==> src/rtl/clk_div_prog.sv <==
`timescale 1ns/1ps
module clk_div_prog #(
  parameter int RW = 4
) (
  input  logic          clk_i,
  input  logic          rst_ni,
  input  logic          en_i,
  input  logic [RW-1:0] ratio_i,
  output logic          clk_o
);

  logic [RW-1:0] cnt_q, cnt_d, n_q, n_d, n_req, half_d;
  logic          wrap, tr_hit, arm_d;
  logic          tr_q, tf_q, arm_q;

  assign n_req  = (ratio_i == '0) ? RW'(1) : ratio_i;
  assign wrap   = (cnt_q == n_q - RW'(1));
  assign cnt_d  = wrap ? '0 : cnt_q + RW'(1);
  assign n_d    = wrap ? n_req : n_q;
  // N/2 for even factors, (N-1)/2 for odd ones
  assign half_d = n_d >> 1;
  assign tr_hit = (cnt_d == '0) || (!n_d[0] && (cnt_d == half_d));
  assign arm_d  = en_i && n_d[0] && (cnt_d == half_d);

  always_ff @(posedge clk_i or negedge rst_ni) begin
    if (!rst_ni) begin
      cnt_q <= '0;
      n_q   <= RW'(1);
      tr_q  <= 1'b1;
      arm_q <= 1'b0;
    end else begin
      arm_q <= arm_d;
      if (en_i) begin
        cnt_q <= cnt_d;
        n_q   <= n_d;
        if (tr_hit) tr_q <= ~tr_q;
      end
    end
  end

  always_ff @(negedge clk_i or negedge rst_ni) begin
    if (!rst_ni)    tf_q <= 1'b1;
    else if (arm_q) tf_q <= ~tf_q;
  end

  assign clk_o = tr_q ^ tf_q;


  count_bound_chk: assert property (@(posedge clk_i) disable iff (!rst_ni)
    cnt_q < n_q);


  nonzero_ratio_chk: assert property (@(posedge clk_i) disable iff (!rst_ni)
    n_q != '0);


  ratio_hold_chk: assert property (@(posedge clk_i) disable iff (!rst_ni)
    !(en_i && wrap) |=> $stable(n_q));


  freeze_chk: assert property (@(posedge clk_i) disable iff (!rst_ni)
    !en_i |=> $stable(cnt_q) && $stable(tr_q) && !arm_q);


  wrap_low_chk: assert property (@(posedge clk_i) disable iff (!rst_ni)
    (en_i && wrap) |-> !clk_o);


  fall_pair_chk: assert property (@(posedge clk_i) disable iff (!rst_ni)
    (tf_q != $past(tf_q)) == arm_q);

endmodule

==> config.mk <==
export PLATFORM = sky130hd
export DESIGN_NAME = clk_div_prog
export DESIGN_NICKNAME = d
export VERILOG_FILES = /design/src/rtl/clk_div_prog.sv
export SDC_FILE = /design/constraint.sdc
export NUM_CORES = 1
export LEC_CHECK = 0
export BUFFER_PORTS_ARGS = -buffer_cell sky130_fd_sc_hd__clkbuf_2
export CAP_MARGIN = 20
export CELL_PAD_IN_SITES_DETAIL_PLACEMENT = 1
export CELL_PAD_IN_SITES_GLOBAL_PLACEMENT = 1
export CORE_UTILIZATION = 39
export CTS_CLUSTER_DIAMETER = 120
export CTS_CLUSTER_SIZE = 12
export DETAILED_ROUTE_END_ITERATION = 16
export PLACE_DENSITY = 0.69
export SLEW_MARGIN = 20
export SYNTH_ARGS = -nofsm -noshare
export SYNTH_HDL_FRONTEND = slang
export SYNTH_SLANG_ARGS = --single-unit
==> constraint.sdc <==
create_clock -name clk_i -period 2 [get_ports clk_i]
set_clock_uncertainty 0.1 [all_clocks]
set_input_delay 0.2 -clock clk_i [delete_from_list [all_inputs] [get_ports clk_i]]
set_output_delay 0.2 -clock clk_i [all_outputs]
set_load 0.01 [all_outputs]
# After elaboration in Yosys (flattened, before gate mapping)
# Index checks and enable logic that the tools add are counted.
# word_totals
register_bits,11
elab_cells,23
# op_classes
addsub,2
n_eq_ne,2
n_mux,3
bitwise,3
reduce_logical,8
# ops
cell,count
2-to-1 mux 4 bit,3
logical NOT 4 bit,2
"adder 4 x 1 -> 4 bit, second input constant",1
== test 4 x 3 -> 1 bit,1
== test 4 bit,1
"subtractor 4 x 1 -> 4 bit, second input constant",1
logical AND 1 bit,3
inverter 1 bit,2
AND reduction 2 bit,1
logical NOT 1 bit,1
logical OR 1 bit,1
bitwise XOR 1 bit,1

# Longest topological paths before layout
# Gate-level depths: netlist of run 1.
# logic_depth
depth_word,7
mapped_depth,7
mapped_depth_nobuf,7

==> results of run 1 <==
## per-stage QoR
stage                     instances  cell area [um^2]  total power [mW]
after floorplan                  73               777              1.24
after global placement          109               875              1.47
after detailed placement        109               875              1.51
after CTS                       114               918              1.70
after global routing            116               992              2.03
final                           116               992              1.87
## registers in the layout, indices dropped and copies added (netlist names)
register / cells
n_q: 4
tr_q: 1
cnt_q: 4
arm_q: 1
tf_q: 1
## tightest hold or removal path: cells and delay by family
kind          cells  cell delay [ns]
simple gates      1             0.09
buf+inv           1             0.08
mux               1             0.07
## worst paths after layout
check / start / endpoint / slack (ns)
max in group asynchronous: rst_ni / tf_q$_DFFE_NN1P_ / 0.50
max reg2reg: n_q[0]$_DFFE_PN1P_ / n_q[2]$_DFFE_PN0P_ / -0.03
min: ratio_i[0] / n_q[0]$_DFFE_PN1P_ / 0.06
max: tf_q$_DFFE_NN1P_ / clk_o / -0.45
min in group asynchronous: rst_ni / cnt_q[3]$_DFFE_PN0P_ / 0.32
min reg2reg: n_q[0]$_DFFE_PN1P_ / n_q[0]$_DFFE_PN1P_ / 0.52
## power groups by stage
stage / clock network (mW) / registers (mW) / logic, mW
floorplan: 0.00626 / 0.446 / 0.789
global placement: 0.00626 / 0.500 / 0.960
detailed placement: 0.00626 / 0.512 / 0.988
CTS: 0.171 / 0.510 / 1.01
global route: 0.188 / 0.539 / 1.30
finish: 0.164 / 0.519 / 1.19
## per-layer routing
metal  track usage [%]  vias to the layer above  wire length, um
met4              14.1                        0               55
li1                  -                      292                -
met3              4.76                        5               37
met1              25.2                      300              794
met5                 0                        -                0
met2              32.9                        9              850
## cells in the final DEF (no fill, tap or decap), types with 2 or more instances in the layout
| master | n |
|---|---|
| dfrtp_1 | 8 |
| nor2b_1 | 2 |
| nor3_1 | 5 |
| clkbuf_4 | 3 |
| nand3_1 | 3 |
| buf_4 | 6 |
| buf_6 | 3 |
| o21ai_2 | 2 |
| clkbuf_2 | 6 |
| xor2_1 | 3 |
| nor2_1 | 2 |
| mux2i_1 | 3 |
| dfstp_2 | 3 |
| nand2_1 | 3 |
| mux2_4 | 3 |
| o2bb2ai_2 | 2 |
| inv_1 | 6 |
| xnor2_2 | 2 |
| xnor2_1 | 3 |
| xor2_2 | 2 |
## what timing repair did
action / 4_1_cts / 5_1_grt
pin swaps: 0 / 6
buffers inserted: 0 / 2
resized for setup: 1 / 15
setup endpoints to repair: 2 / 9
hold buffers: 1 / 0
endpoints found under the hold margin: 10 / 0
## cell type report
| class | instances | area (um^2) |
|---|---|---|
| well taps | 25 | 31.3 |
| clock buffers | 3 | 22.5 |
| inverters | 5 | 21.3 |
| clock inverters | 2 | 7.51 |
| multi-input cells | 53 | 507 |
| flip-flops and latches | 11 | 279 |
| fillers | 211 | 772 |
| repair buffers | 17 | 124 |
## cell families after synthesis
group | after synthesis
buffers and inverters | 9
adder cells (fa/ha/maj) | 2
flip-flops | 11
AO/OA/AOI/OAI | 11
multiplexers | 6
XOR/XNOR | 11
AND/OR/NAND/NOR | 23
==> impl_metrics.yaml, run 1 <==
logic_synthesis:
  ys_ff_latch: 11
  synthTopCellsByCount: "dfrtp_1, inv_1, nor3_1, xnor2_1, xor2_1"
  yosysSeqAreaShare_pct: 37.2
  synth-edff-count: 0
  async_reset_ff_share_pct: 100
  synth.largest_area_cell: "dfrtp_1"
  syn-num-nets: 82
  yosysMostFrequentCell: "dfrtp_1"
  synthSimpleGateAreaFrac_pct: 18.4
  avgSynthCellArea_um2: 10.3
  yosysWarnings: 0
  synth_xor_area_share_pct: 14.7
  synthCells: 73
  synth_compound_area_share_pct: 10.5
  yosysUniqueCellTypes: 31
  synth_top_family_by_area: "simple AND/OR/NAND/NOR gates"
  synth_top_area_share_pct: 26.7
  synth_fa_ha_area_share_pct: 3.34
  synth_mux_area_share_pct: 10.0
  synth-main-ff-cell: "dfrtp_1"
  netlist_area_um2: 749
  yosys-top-cells-area: "dfrtp_1, dfstp_2, mux2_4, xnor2_1, xor2_1"
global_route:
  grt_max_degree: 11
  antenna_found_initial: 0
  grt.overflow.total: 0
  grt_pass1_wl_um: 2880
  grt_pass1_vias: 607
  grtUsageTotal_pct: 20.9
sta:
  hold_viol: 0
  whs_ns: 0.0580
  rsz0062_at_grt: "true"
  tns_ns: -0.548
  relSlewSlack_pct: 75.0
  tightest_slew_ns: 0.373
  finalMaxSlewViolations: 0
  setup_ws_ns: -0.452
  finalSetupViolCount: 4
clock_network:
  clockBufferDepth: 2
  cts_buffers: 3
  htree_levels: 1
  clock_latency_ns: 0.28
  clkSlewWorstSetupHoldPaths_ns: 0.08
  clock_sinks: 11
  cts_tree: "yes"
  root_buffer: "clkbuf_4"
floorplanning:
  start_util_pct: 42.5
  die_h_um: 45.8
  rows: 15
  core_um2: 1760
  die_area_um2: 2100
  die_w_um: 45.8
  io_pins: 8
detailed_routing:
  drc_errors: 0
  first_pass_iters: 3
  routedWlPerCell_um: 15.0
  dr_total_vias: 606
  post_drt_via_cell_ratio: 5.22
  antenna_left: 0
  drt-total-wl_um: 1740
  first_iter_violations: 3
worst_setup_path:
  slowest_delay_ns: 0.54
  path_class: "register to output pin"
  path_delay_family: "flip-flops"
  reg2reg_depth: 7
  crit_chain: "xor2_2 -> buf_2"
  crit_required_ns: 1.70
  critPathArrivalTime_ns: 2.15
  crit_path_end_kind: "output pin"
  path_max_fanout: 2
  cp_slowest_cell: "dfstp_2"
  cp.depth: 2
  start_kind: "register"
  timing.critical_path.buf_inv: 1
pwr:
  sw_frac_of_total_pct: 42.3
  clkPwrFrac_pct: 8.8
  pwr-share-comb_pct: 63.4
  power.density_nw_per_um2: 1880
  pwr-share-seq_pct: 27.8
  leakage_nw: 0.458
  p_switching_mw: 0.791
  vdd_ir_drop_max_mv: 0.861
  power.internal_mw: 1.08
layout:
  final_util_pct: 56.2
  drive_above_1_share_pct: 44.0
  insertedDiodeCount: 0
  layout.nets: 101
  area_growth_syn_to_layout_pct: 32.4
run_status:
  violations: "setup timing"
  outcome: "finished, violations left"
job:
  drv_cap: 0
place:
  hpwl_um: 1290
  gp_congestion: 0.719
  dp_slack_ns: -0.110
  portBuffers: 7
hold_path:
  min_path_type: "input pin to register"
  hold_path_depth: 3
(Power assumes the default switching activity.)
==> run 2, diff against run 1 <==
PLACE_DENSITY = 0.72   (was 0.69)
==> run 2 against run 1 <==
The run still ends with setup timing left. Highest routed layer unchanged. Combinational power grew 18%. Routed wire length grew 13%. Sequential power grew 3%. Sequential share of layout area shrank 1.7 points. Sequential cell count is the same.
==> impl_metrics.yaml, run 2 (synthesized netlist as in run 1, its figures left out) <==
run_status:
  outcome: "finished, violations left"
  violations: "setup timing"
place:
  dp_cells: 109
  gp_congestion: 0.734
  hpwl_um: 1380
  portBuffers: 7
  dpl_cell_area_um2: 875
worst_setup_path:
  path_delay_family: "flip-flops"
  crit_required_ns: 1.70
  path_max_fanout: 2
  start_kind: "register"
  crit_path_end_kind: "output pin"
  path_class: "register to output pin"
  timing.critical_path.buf_inv: 1
  critPathArrivalTime_ns: 2.15
  crit_chain: "xor2_2 -> buf_2"
  cp_slowest_cell: "dfstp_2"
  slowest_delay_ns: 0.55
clock_network:
  cts_buffers: 3
  clkSlewWorstSetupHoldPaths_ns: 0.07
  clock_sinks: 11
  htree_levels: 1
  clockBufferDepth: 2
  cts_tree: "yes"
  clock_latency_ns: 0.28
  root_buffer: "clkbuf_4"
detailed_routing:
  antenna_left: 0
  drt-total-wl_um: 1960
  post_drt_via_cell_ratio: 5.10
  routedWlPerCell_um: 16.6
  first_iter_violations: 6
  dr_total_vias: 602
  drc_errors: 0
  first_pass_iters: 3
pwr:
  power.density_nw_per_um2: 1980
  leakage_nw: 0.480
  vdd_ir_drop_max_mv: 1.06
layout:
  n_fill_cell: 199
  final_area_um2: 1060
  layout_commonest_cell: "dfrtp_1"
  multi_input_area_um2: 549
  fin_cells: 118
  largestRegisters: "cnt_q: 4 flops, n_q: 4 flops"
  final_cell_mix: "dfrtp_1, clkbuf_2, buf_4, inv_1, buf_6"
  drive_above_1_share_pct: 46.2
  seq_area_um2: 279
  layout.nets: 103
  area_growth_syn_to_layout_pct: 41.1
  insertedDiodeCount: 0
sta:
  hold_viol: 0
  relSlewSlack_pct: 71.2
  tns_ns: -0.588
  rsz0062_at_grt: "true"
  finalSetupViolCount: 6
  tightest_slew_ns: 0.431
  whs_ns: 0.0700
  setup_ws_ns: -0.454
  finalMaxSlewViolations: 0
floorplanning:
  rows: 15
  core_um2: 1760
  die_w_um: 45.8
  io_pins: 8
  die_area_um2: 2100
  start_util_pct: 42.5
  die_h_um: 45.8
global_route:
  grt_pass1_wl_um: 2880
  grtUsageTotal_pct: 19.9
  grt_pass1_vias: 604
  antenna_found_initial: 0
  grt_max_degree: 11
  grt.overflow.total: 0
job:
  drv_cap: 0
hold_path:
  min_path_type: "input pin to register"
## run 2: per-stage QoR
| stage | util (%) | power (mW) | setup slack [ns] |
|---|---|---|---|
| after floorplan | - | 1.24 | -0.00734 |
| after detailed placement | 49.6 | 1.52 | -0.109 |
| after global placement | 49.6 | 1.47 | -0.0757 |
| final | 59.9 | 2.10 | -0.454 |
| after CTS | 55.7 | 1.91 | -0.455 |
| after global routing | 59.9 | 2.23 | -0.487 |
## run 2: final timing paths
path | end | from | cells after the start | slack, ns
setup / recovery | clk_o | tf_q$_DFFE_NN1P_ | 2 | -0.45
hold / removal | n_q[0]$_DFFE_PN1P_ | ratio_i[0] | 3 | 0.07
setup reg to reg | n_q[1]$_DFFE_PN0P_ | n_q[0]$_DFFE_PN1P_ | 7 | -0.04
hold reg to reg | n_q[3]$_DFFE_PN0P_ | n_q[3]$_DFFE_PN0P_ | 1 | 0.53
max in group asynchronous | tf_q$_DFFE_NN1P_ | rst_ni | 2 | 0.50
min in group asynchronous | cnt_q[0]$_DFFE_PN0P_ | rst_ni | 3 | 0.33
## run 2: worst reg2reg max path, delay by kind of cell, from the launching register on
kind | cells | cell delay (ns)
xor gates and xnor gates | 2 | 0.32
adders and majority gates | 1 | 0.17
buffers and inverters | 1 | 0.05
DFF | 1 | 0.56
muxes | 1 | 0.31
and+or+nand+nor | 2 | 0.42
## run 2: timing repair
item | CTS | global route
setup endpoints to repair | 6 | 10
pin swaps | 6 | 3
setup buffers | 2 | 2
endpoints found under the hold margin | 10 | 0
hold buffers | 1 | 0
gates resized for setup | 10 | 12
gates cloned | 0 | 0
## run 2: per-layer routing
layer / part of all wire, % / GRT usage, % / vias to the layer above / routed length [um]
li1: - / - / 292 / -
met1: 45 / 26.9 / 300 / 879
met2: 53 / 32.6 / 8 / 1030
met3: 1.7 / 3.57 / 2 / 34
met4: 0.87 / 5.29 / 0 / 17
met5: 0 / 0 / - / 0
## run 2: where the power goes
part,leakage [nW],switching (mW),internal [mW]
combinational,0.328,0.629,0.769
sequential,0.131,0.186,0.347
clock,0.0203,0.0862,0.0800
total,0.480,0.901,1.20
## run 2: cell type report
class	instances	share of cell area [%]
inverters	5	2.01
clock buffers	4	2.49
well taps	25	2.96
clock inverters	1	0.355
flip-flops and latches	11	26.4
repair buffers	19	13.8
multi-input cells	53	52.0
